### src/rtl/wuq_pkg.sv
package wuq_pkg;

  typedef enum logic [1:0] {
    WQ_HIB   = 2'd0,
    WQ_SENSE = 2'd1,
    WQ_AWAKE = 2'd2
  } wq_mode_t;

endpackage

### src/rtl/wuq_edge_sync.sv
module wuq_edge_sync #(
  parameter int SYNC_STAGES = 2
) (
  input  logic clk,
  input  logic rst_n,
  input  logic din,
  output logic rise
);

  localparam int TAPS = SYNC_STAGES + 1;

  logic [TAPS-1:0] chain;

  always_ff @(posedge clk or negedge rst_n) begin
    if (!rst_n) begin
      chain <= '0;
    end else begin
      chain <= {chain[TAPS-2:0], din};
    end
  end

  assign rise = chain[TAPS-2] & ~chain[TAPS-1];


  rise_single_chk: assert property (@(posedge clk) disable iff (!rst_n)
    rise |=> !rise);

endmodule

### src/rtl/wuq_period_meter.sv
module wuq_period_meter #(
  parameter int PER_W = 12
) (
  input  logic             clk,
  input  logic             rst_n,
  input  logic             rise,
  output logic [PER_W-1:0] period
);

  localparam logic [PER_W-1:0] PER_MAX = '1;

  logic [PER_W-1:0] per_cnt;

  function automatic logic [PER_W-1:0] step_count(input logic [PER_W-1:0] c);
    if (c == PER_MAX) return c;
    return c + 1'b1;
  endfunction

  always_ff @(posedge clk or negedge rst_n) begin
    if (!rst_n) begin
      per_cnt <= '0;
    end else if (rise) begin
      per_cnt <= {{(PER_W-1){1'b0}}, 1'b1};
    end else begin
      per_cnt <= step_count(per_cnt);
    end
  end

  assign period = per_cnt;


  per_restart_chk: assert property (@(posedge clk) disable iff (!rst_n)
    rise |=> (per_cnt == {{(PER_W-1){1'b0}}, 1'b1}));


  per_grow_chk: assert property (@(posedge clk) disable iff (!rst_n)
    (!rise && per_cnt != PER_MAX) |=> (per_cnt == $past(per_cnt) + 1'b1));

endmodule

### src/rtl/wuq_window_check.sv
module wuq_window_check #(
  parameter int PER_W = 12
) (
  input  logic [PER_W-1:0] period,
  input  logic [PER_W-1:0] lim_lo,
  input  logic [PER_W-1:0] lim_hi,
  input  logic [PER_W-1:0] margin,
  input  logic             widen,
  output logic             in_win,
  output logic [PER_W-1:0] eff_lo,
  output logic [PER_W-1:0] eff_hi
);

  function automatic logic [PER_W-1:0] floor_sub(input logic [PER_W-1:0] a,
                                                 input logic [PER_W-1:0] b);
    if (a > b) return a - b;
    return '0;
  endfunction

  function automatic logic [PER_W-1:0] ceil_add(input logic [PER_W-1:0] a,
                                                input logic [PER_W-1:0] b);
    logic [PER_W:0] s;
    s = {1'b0, a} + {1'b0, b};
    if (s[PER_W]) return '1;
    return s[PER_W-1:0];
  endfunction

  always_comb begin
    if (widen) begin
      eff_lo = floor_sub(lim_lo, margin);
      eff_hi = ceil_add(lim_hi, margin);
    end else begin
      eff_lo = lim_lo;
      eff_hi = lim_hi;
    end
    in_win = (period >= eff_lo) && (period <= eff_hi);
  end


  always_comb begin
    window_order_chk: assert (!widen || (eff_lo <= lim_lo && eff_hi >= lim_hi));
  end

endmodule

### src/rtl/wuq_watchdog.sv
module wuq_watchdog #(
  parameter int WD_W = 16
) (
  input  logic            clk,
  input  logic            rst_n,
  input  logic            run,
  input  logic            reload,
  input  logic [WD_W-1:0] limit,
  output logic            expire
);

  localparam logic [WD_W-1:0] WD_MAX = '1;

  logic [WD_W-1:0] wd_cnt;

  function automatic logic [WD_W-1:0] wd_step(input logic [WD_W-1:0] c);
    if (c == WD_MAX) return c;
    return c + 1'b1;
  endfunction

  always_ff @(posedge clk or negedge rst_n) begin
    if (!rst_n) begin
      wd_cnt <= '0;
    end else if (!run || reload) begin
      wd_cnt <= '0;
    end else begin
      wd_cnt <= wd_step(wd_cnt);
    end
  end

  assign expire = run && (wd_cnt >= limit);


  wd_reload_chk: assert property (@(posedge clk) disable iff (!rst_n)
    reload |=> (wd_cnt == '0));


  wd_idle_chk: assert property (@(posedge clk) disable iff (!rst_n)
    !run |=> (wd_cnt == '0));

endmodule

### src/rtl/wuq_ctrl.sv
module wuq_ctrl
  import wuq_pkg::*;
#(
  parameter int PER_W       = 12,
  parameter int CNT_W       = 6,
  parameter int WD_W        = 16,
  parameter int CAP_W       = 6,
  parameter int SYNC_STAGES = 2
) (
  input  logic             clk,
  input  logic             rst_n,
  input  logic             wake_in,
  input  logic [PER_W-1:0] cfg_per_lo,
  input  logic [PER_W-1:0] cfg_per_hi,
  input  logic [PER_W-1:0] cfg_hyst,
  input  logic [CNT_W-1:0] cfg_need,
  input  logic [WD_W-1:0]  cfg_wd_limit,
  input  logic [CAP_W-1:0] cfg_cap_hib,
  input  logic [CAP_W-1:0] cfg_cap_sense,
  input  logic [CAP_W-1:0] cfg_cap_awake,
  input  logic             radio_clr,
  output logic             radio_en,
  output logic [CAP_W-1:0] osc_cap,
  output logic             fault_pulse,
  output logic [1:0]       mode
);

  localparam int RUN_W = CNT_W + 1;

  // named internal events
  wq_mode_t         state_q;
  wq_mode_t         state_d;
  logic [CNT_W-1:0] acc_q;
  logic [CNT_W-1:0] acc_d;
  logic             rise;
  logic [PER_W-1:0] period;
  logic             in_win;
  logic [PER_W-1:0] win_lo;
  logic [PER_W-1:0] win_hi;
  logic             sensing;
  logic             edge_ok;
  logic             edge_bad;
  logic             run_done;
  logic             wd_expire;
  logic             wd_trip;
  logic             hib_wake;
  logic             clr_hit;
  logic [CNT_W-1:0] need_eff;

  function automatic logic [CNT_W-1:0] clamp_need(input logic [CNT_W-1:0] n);
    if (n == '0) return {{(CNT_W-1){1'b0}}, 1'b1};
    return n;
  endfunction

  function automatic logic run_complete(input logic [CNT_W-1:0] acc,
                                        input logic [CNT_W-1:0] need);
    logic [RUN_W-1:0] nxt;
    nxt = {1'b0, acc} + {{CNT_W{1'b0}}, 1'b1};
    return nxt >= {1'b0, need};
  endfunction

  function automatic logic [CAP_W-1:0] cap_for(input wq_mode_t m,
                                               input logic [CAP_W-1:0] c_hib,
                                               input logic [CAP_W-1:0] c_sense,
                                               input logic [CAP_W-1:0] c_awake);
    case (m)
      WQ_SENSE: return c_sense;
      WQ_AWAKE: return c_awake;
      default:  return c_hib;
    endcase
  endfunction

  wuq_edge_sync #(
    .SYNC_STAGES(SYNC_STAGES)
  ) u_sync (
    .clk  (clk),
    .rst_n(rst_n),
    .din  (wake_in),
    .rise (rise)
  );

  wuq_period_meter #(
    .PER_W(PER_W)
  ) u_meter (
    .clk   (clk),
    .rst_n (rst_n),
    .rise  (rise),
    .period(period)
  );

  wuq_window_check #(
    .PER_W(PER_W)
  ) u_window (
    .period(period),
    .lim_lo(cfg_per_lo),
    .lim_hi(cfg_per_hi),
    .margin(cfg_hyst),
    .widen (acc_q != '0),
    .in_win(in_win),
    .eff_lo(win_lo),
    .eff_hi(win_hi)
  );

  wuq_watchdog #(
    .WD_W(WD_W)
  ) u_wdog (
    .clk   (clk),
    .rst_n (rst_n),
    .run   (sensing),
    .reload(edge_ok),
    .limit (cfg_wd_limit),
    .expire(wd_expire)
  );

  assign sensing  = (state_q == WQ_SENSE);
  assign need_eff = clamp_need(cfg_need);
  assign edge_ok  = sensing && rise && in_win;
  assign edge_bad = sensing && rise && !in_win;
  assign run_done = edge_ok && run_complete(acc_q, need_eff);
  assign wd_trip  = sensing && wd_expire && !edge_ok;
  assign hib_wake = (state_q == WQ_HIB) && rise;
  assign clr_hit  = (state_q == WQ_AWAKE) && radio_clr;

  always_comb begin
    state_d = state_q;
    case (state_q)
      WQ_HIB: begin
        if (hib_wake) state_d = WQ_SENSE;
      end
      WQ_SENSE: begin
        if (run_done)     state_d = WQ_AWAKE;
        else if (wd_trip) state_d = WQ_HIB;
      end
      WQ_AWAKE: begin
        if (clr_hit) state_d = WQ_HIB;
      end
      default: state_d = WQ_HIB;
    endcase
  end

  always_comb begin
    acc_d = acc_q;
    if (!sensing || edge_bad || run_done || wd_trip) begin
      acc_d = '0;
    end else if (edge_ok) begin
      acc_d = acc_q + 1'b1;
    end
  end

  always_ff @(posedge clk or negedge rst_n) begin
    if (!rst_n) begin
      state_q     <= WQ_HIB;
      acc_q       <= '0;
      fault_pulse <= 1'b0;
    end else begin
      state_q     <= state_d;
      acc_q       <= acc_d;
      fault_pulse <= wd_trip;
    end
  end

  assign mode     = state_q;
  assign radio_en = (state_q == WQ_AWAKE);
  assign osc_cap  = cap_for(state_q, cfg_cap_hib, cfg_cap_sense, cfg_cap_awake);


  radio_rise_chk: assert property (@(posedge clk) disable iff (!rst_n)
    $rose(radio_en) |-> $past(edge_ok));


  radio_hold_chk: assert property (@(posedge clk) disable iff (!rst_n)
    (radio_en && !radio_clr) |=> radio_en);


  fault_once_chk: assert property (@(posedge clk) disable iff (!rst_n)
    fault_pulse |=> !fault_pulse);


  fault_mode_chk: assert property (@(posedge clk) disable iff (!rst_n)
    fault_pulse |-> (mode == 2'd0 && !radio_en));


  reject_clear_chk: assert property (@(posedge clk) disable iff (!rst_n)
    edge_bad |=> (acc_q == '0));


  clr_ignore_chk: assert property (@(posedge clk) disable iff (!rst_n)
    (sensing && radio_clr && !run_done && !wd_trip) |=> (mode == 2'd1));

endmodule

### config.mk
export PLATFORM = sky130hd
export DESIGN_NAME = wuq_ctrl
export DESIGN_NICKNAME = d
export VERILOG_FILES = /design/src/rtl/wuq_pkg.sv /design/src/rtl/wuq_edge_sync.sv /design/src/rtl/wuq_period_meter.sv /design/src/rtl/wuq_window_check.sv /design/src/rtl/wuq_watchdog.sv /design/src/rtl/wuq_ctrl.sv
export SDC_FILE = /design/constraint.sdc
export NUM_CORES = 1
export LEC_CHECK = 0
export ABC_AREA = 0
export BUFFER_PORTS_ARGS = -buffer_cell sky130_fd_sc_hd__clkbuf_2
export CORE_UTILIZATION = 30
export CTS_BUF_LIST = sky130_fd_sc_hd__clkbuf_16
export DETAILED_ROUTE_END_ITERATION = 6
export PLACE_DENSITY = 0.48
export SYNTH_ARGS = -nofsm -noshare
export SYNTH_HDL_FRONTEND = slang
export SYNTH_SLANG_ARGS = --single-unit
### constraint.sdc
create_clock -name clk -period 3.3 [get_ports clk]
set_clock_uncertainty 0.1 [all_clocks]
set_input_delay 0.99 -clock clk [delete_from_list [all_inputs] [get_ports clk]]
set_output_delay 0.99 -clock clk [all_outputs]
set_load 0.1 [all_outputs]
==> flow_metrics.tcl <==
set metrics [dict create \
    grt_pass1_vias 4459 \
    crit_type "in2reg" \
    rows 43 \
    slew_headroom_pct 58.8 \
    worst_slack_ns -1.07 \
    synth_edf_count 0 \
    initial_core_util_pct 31.2 \
    syn_area_um2 4380 \
    reg2regPathDepth 18 \
    worstMarginPinSlew_ns 0.615 \
    cap_violations 0 \
    vias_per_cell 5.06 \
    grt_pass1_wl_um 20700 \
    cts_hold_buffers 0 \
    cts.sinks 40 \
    final_cells 904 \
    grt_max_degree 21 \
    vdd_ir_drop_max_v 0.000581 \
    cts_root_buf "clkbuf_16" \
    numCtsBuffers 5 \
    p_per_area_nw_per_um2 392 \
    setup_violations 25 \
    layout-drive-gt1-share_pct 39.5 \
    finalMaxSlewViolations 0 \
    clk_pin_slew_ns 0.06 \
    grt_overflow 0 \
    status "finished, violations left" \
    dieHeight_um 123 \
    drc 0 \
    cts_buffer_depth 2 \
    clk_latency_ns 0.28 \
    cp-end-kind "register" \
    fin_crit_sh_pct 132 \
    setup_tns_ns -22.75 \
    rsz0062_at_grt "true" \
    worstPathMaxFanout 6 \
    holdPathStages 0 \
    avgRoutedWirePerCell_um 14.4 \
    synthesis.instances 530 \
    ant_nets 0 \
    dp_worst_setup_slack_ns -1.65 \
    crit-reg2reg-launch "acc_q[0]" \
    die_x_um 123 \
    first_pass_iters 4 \
    worstPathArrival_ns 4.47 \
    antenna_found_initial 0 \
    drt-initial-drc-count 202 \
    max_freq_ghz 0.229 \
    start_kind "input pin" \
    final_nets 882 \
    critical_path_required_ns 3.40 \
    dp_cells 883 \
    place_congestion 0.823 \
    hold_violations 0 \
    startpoint "cfg_hyst[0]" \
    num_antenna_cells 0 \
    fin_crit_ns 4.37 \
    fp.dieArea_um2 15100 \
    fin_hold_ws_ns 0.258 \
    yosysWarnings 0 \
    hpwl_um 10400 \
    grt_usage_pct 17.1 \
    pin_count 90 \
    r2r-end "acc_q[4]" \
    leakagePower_nw 3.25 \
    syn_nets 689 \
    violations "setup timing" \
    seq_area_frac_synth_pct 22.9 \
    area_growth_pct 50.6 \
    routed_wl_um 13000 \
    numPortBuffers 89 \
    hold_end "u_sync.chain[1]" \
    hp-class "reg2reg" \
    fp.coreArea_um2 14000 \
    avgSynthCellArea_um2 8.26 \
    cts_tree "done" \
    yosys.cell_types.count 53 \
    synth_seq_cells 40 \
    holdCritStartpoint "u_sync.chain[0]" \
    synthArstFlopShare_pct 100 \
    synthFlopType "dfrtp_1" \
    num_vias 4577 \
    worst-r2r-setup-slack_ns -0.37 \
    htreeDepth 2 \
]
[cell families (layout without fill, tap and decap cells)]
group                      after synthesis  in the layout  synth area share (%)
AOI/OAI and AO/OA                      146            147                  21.5
buffers and inverters                   57            248                  5.00
adders and majority gates               79             79                  22.9
and+or+nand+nor                        168            170                  19.6
muxes                                    4              4                 0.914
xor gates and xnor gates                36             36                  7.20
DFF                                     40             40                  22.9
[worst max-delay path: stages]
cell and delay, ns:
buf_8 0.10, ha_4 0.15, fa_2 0.36, a21oi_2 0.16
nor2b_2 0.07, o31ai_2 0.24, a21oi_2 0.13, a31oi_4 0.22
o21ai_4 0.11, o22ai_2 0.16, ha_1 0.26, nor2b_1 0.13
o211ai_1 0.20, a211oi_2 0.10, o31a_1 0.32, and4b_2 0.38
buf_4 0.14, buf_6 0.10, nand2_2 0.05, o21ai_1 0.08
[power by group]
| group | leakage [nW] | switching, mW | total [mW] | internal [mW] |
|---|---|---|---|---|
| Sequential | 0.539 | 0.0673 | 0.603 | 0.536 |
| Combinational | 2.64 | 0.912 | 1.52 | 0.609 |
| Clock | 0.0710 | 0.185 | 0.459 | 0.274 |
| Total | 3.25 | 1.16 | 2.58 | 1.42 |
[area by class of cell]
type | instances | area, µm²
fill | 1355 | 7450
multi-input combinational | 436 | 3650
timing repair buffer | 194 | 1390
sequential | 40 | 1010
tap | 180 | 225
inverter | 46 | 180
clock buffer | 5 | 125
clock inverter | 3 | 13.8
[Yosys cell counts, types with 3 or more instances]
master | instances | share of area (%)
ha_1 | 77 | 22
inv_1 | 46 | 3.9
a21oi_1 | 44 | 5.0
nor2_1 | 43 | 3.7
dfrtp_1 | 40 | 23
nand2_1 | 36 | 3.1
o21ai_0 | 25 | 2.9
nand3_1 | 18 | 2.1
xnor2_1 | 18 | 3.6
xor2_1 | 18 | 3.6
a22oi_1 | 15 | 2.6
nand4_1 | 14 | 2.0
a21o_1 | 12 | 2.1
nor3_1 | 11 | 1.3
nor2b_1 | 10 | 1.4
o22ai_1 | 10 | 1.4
a31oi_1 | 8 | 1.1
and3_1 | 7 | 1.0
clkbuf_1 | 7 | 0.60
a211oi_1 | 6 | 1.0
nand2b_1 | 6 | 0.86
or3_1 | 5 | 0.71
buf_2 | 4 | 0.46
mux2i_1 | 4 | 0.91
nor3b_1 | 3 | 0.51
o21a_1 | 3 | 0.51
o31ai_1 | 3 | 0.51
[worst max path at each step]
stage	endpoint	slack, ns	cells after the start
3_3_place_gp	acc_q[4]	-1.49	19
4_1_cts	mode[0]	-1.06	20
6_report	acc_q[4]	-1.07	20
3_5_place_dp	acc_q[4]	-1.65	18
2_1_floorplan	mode[0]	-1.12	20
5_1_grt	acc_q[3]	-1.23	20
[layer usage]
layer	wire [µm]	vias to the layer above	GRT usage [%]
met3	526	11	1.81
met4	168	0	2.97
li1	-	2326	-
met5	0	-	0
met2	6290	102	30.1
met1	5990	2138	22.7
[metrics by stage]
step                      cell area, µm²  util (%)  total power, mW
final                               6590      47.0             2.58
after global routing                6590      47.0             2.75
after CTS                           6390      45.5             2.52
after detailed placement            6030      43.0             2.00
after global placement              6030      43.0             1.98
after floorplan                     4610         -             1.50
[timing repair]
action,in CTS,in global routing
gates cloned,1,2
hold endpoints to repair,0,0
pin swaps,32,16
endpoints found under the setup margin,25,25
buffers inserted,6,7
gates resized for setup,30,40
[flip-flops by register name, indices dropped and copies added (netlist names)]
name            cells
u_sync.chain        3
fault_pulse         1
u_meter.period     12
acc_q               6
u_wdog.wd_cnt      16
mode                2
[cell usage in the layout (no fill, tap or decap), types with 4 or more instances in the layout]
master and instances:
buf_4 101, clkbuf_2 79, ha_1 71, inv_1 45
dfrtp_1 38, nand2_1 33, nor2_1 30, a21oi_1 27
o21ai_0 18, nand3_1 18, xnor2_1 18, xor2_1 18
nand4_1 14, a21o_1 12, a21oi_2 12, a22oi_1 12
nor2b_1 9, nor3_1 9, nor2_4 8, a31oi_1 7
buf_12 7, and3_1 6, o22ai_1 6, clkbuf_16 6
o21ai_1 5, nand2b_1 5, a211oi_2 5, a21oi_4 5
nor2_2 5, or3_1 5, ha_4 5, o22ai_2 4
mux2i_1 4, o21ai_2 4, buf_6 4
Power figures use the tool's default switching activity.
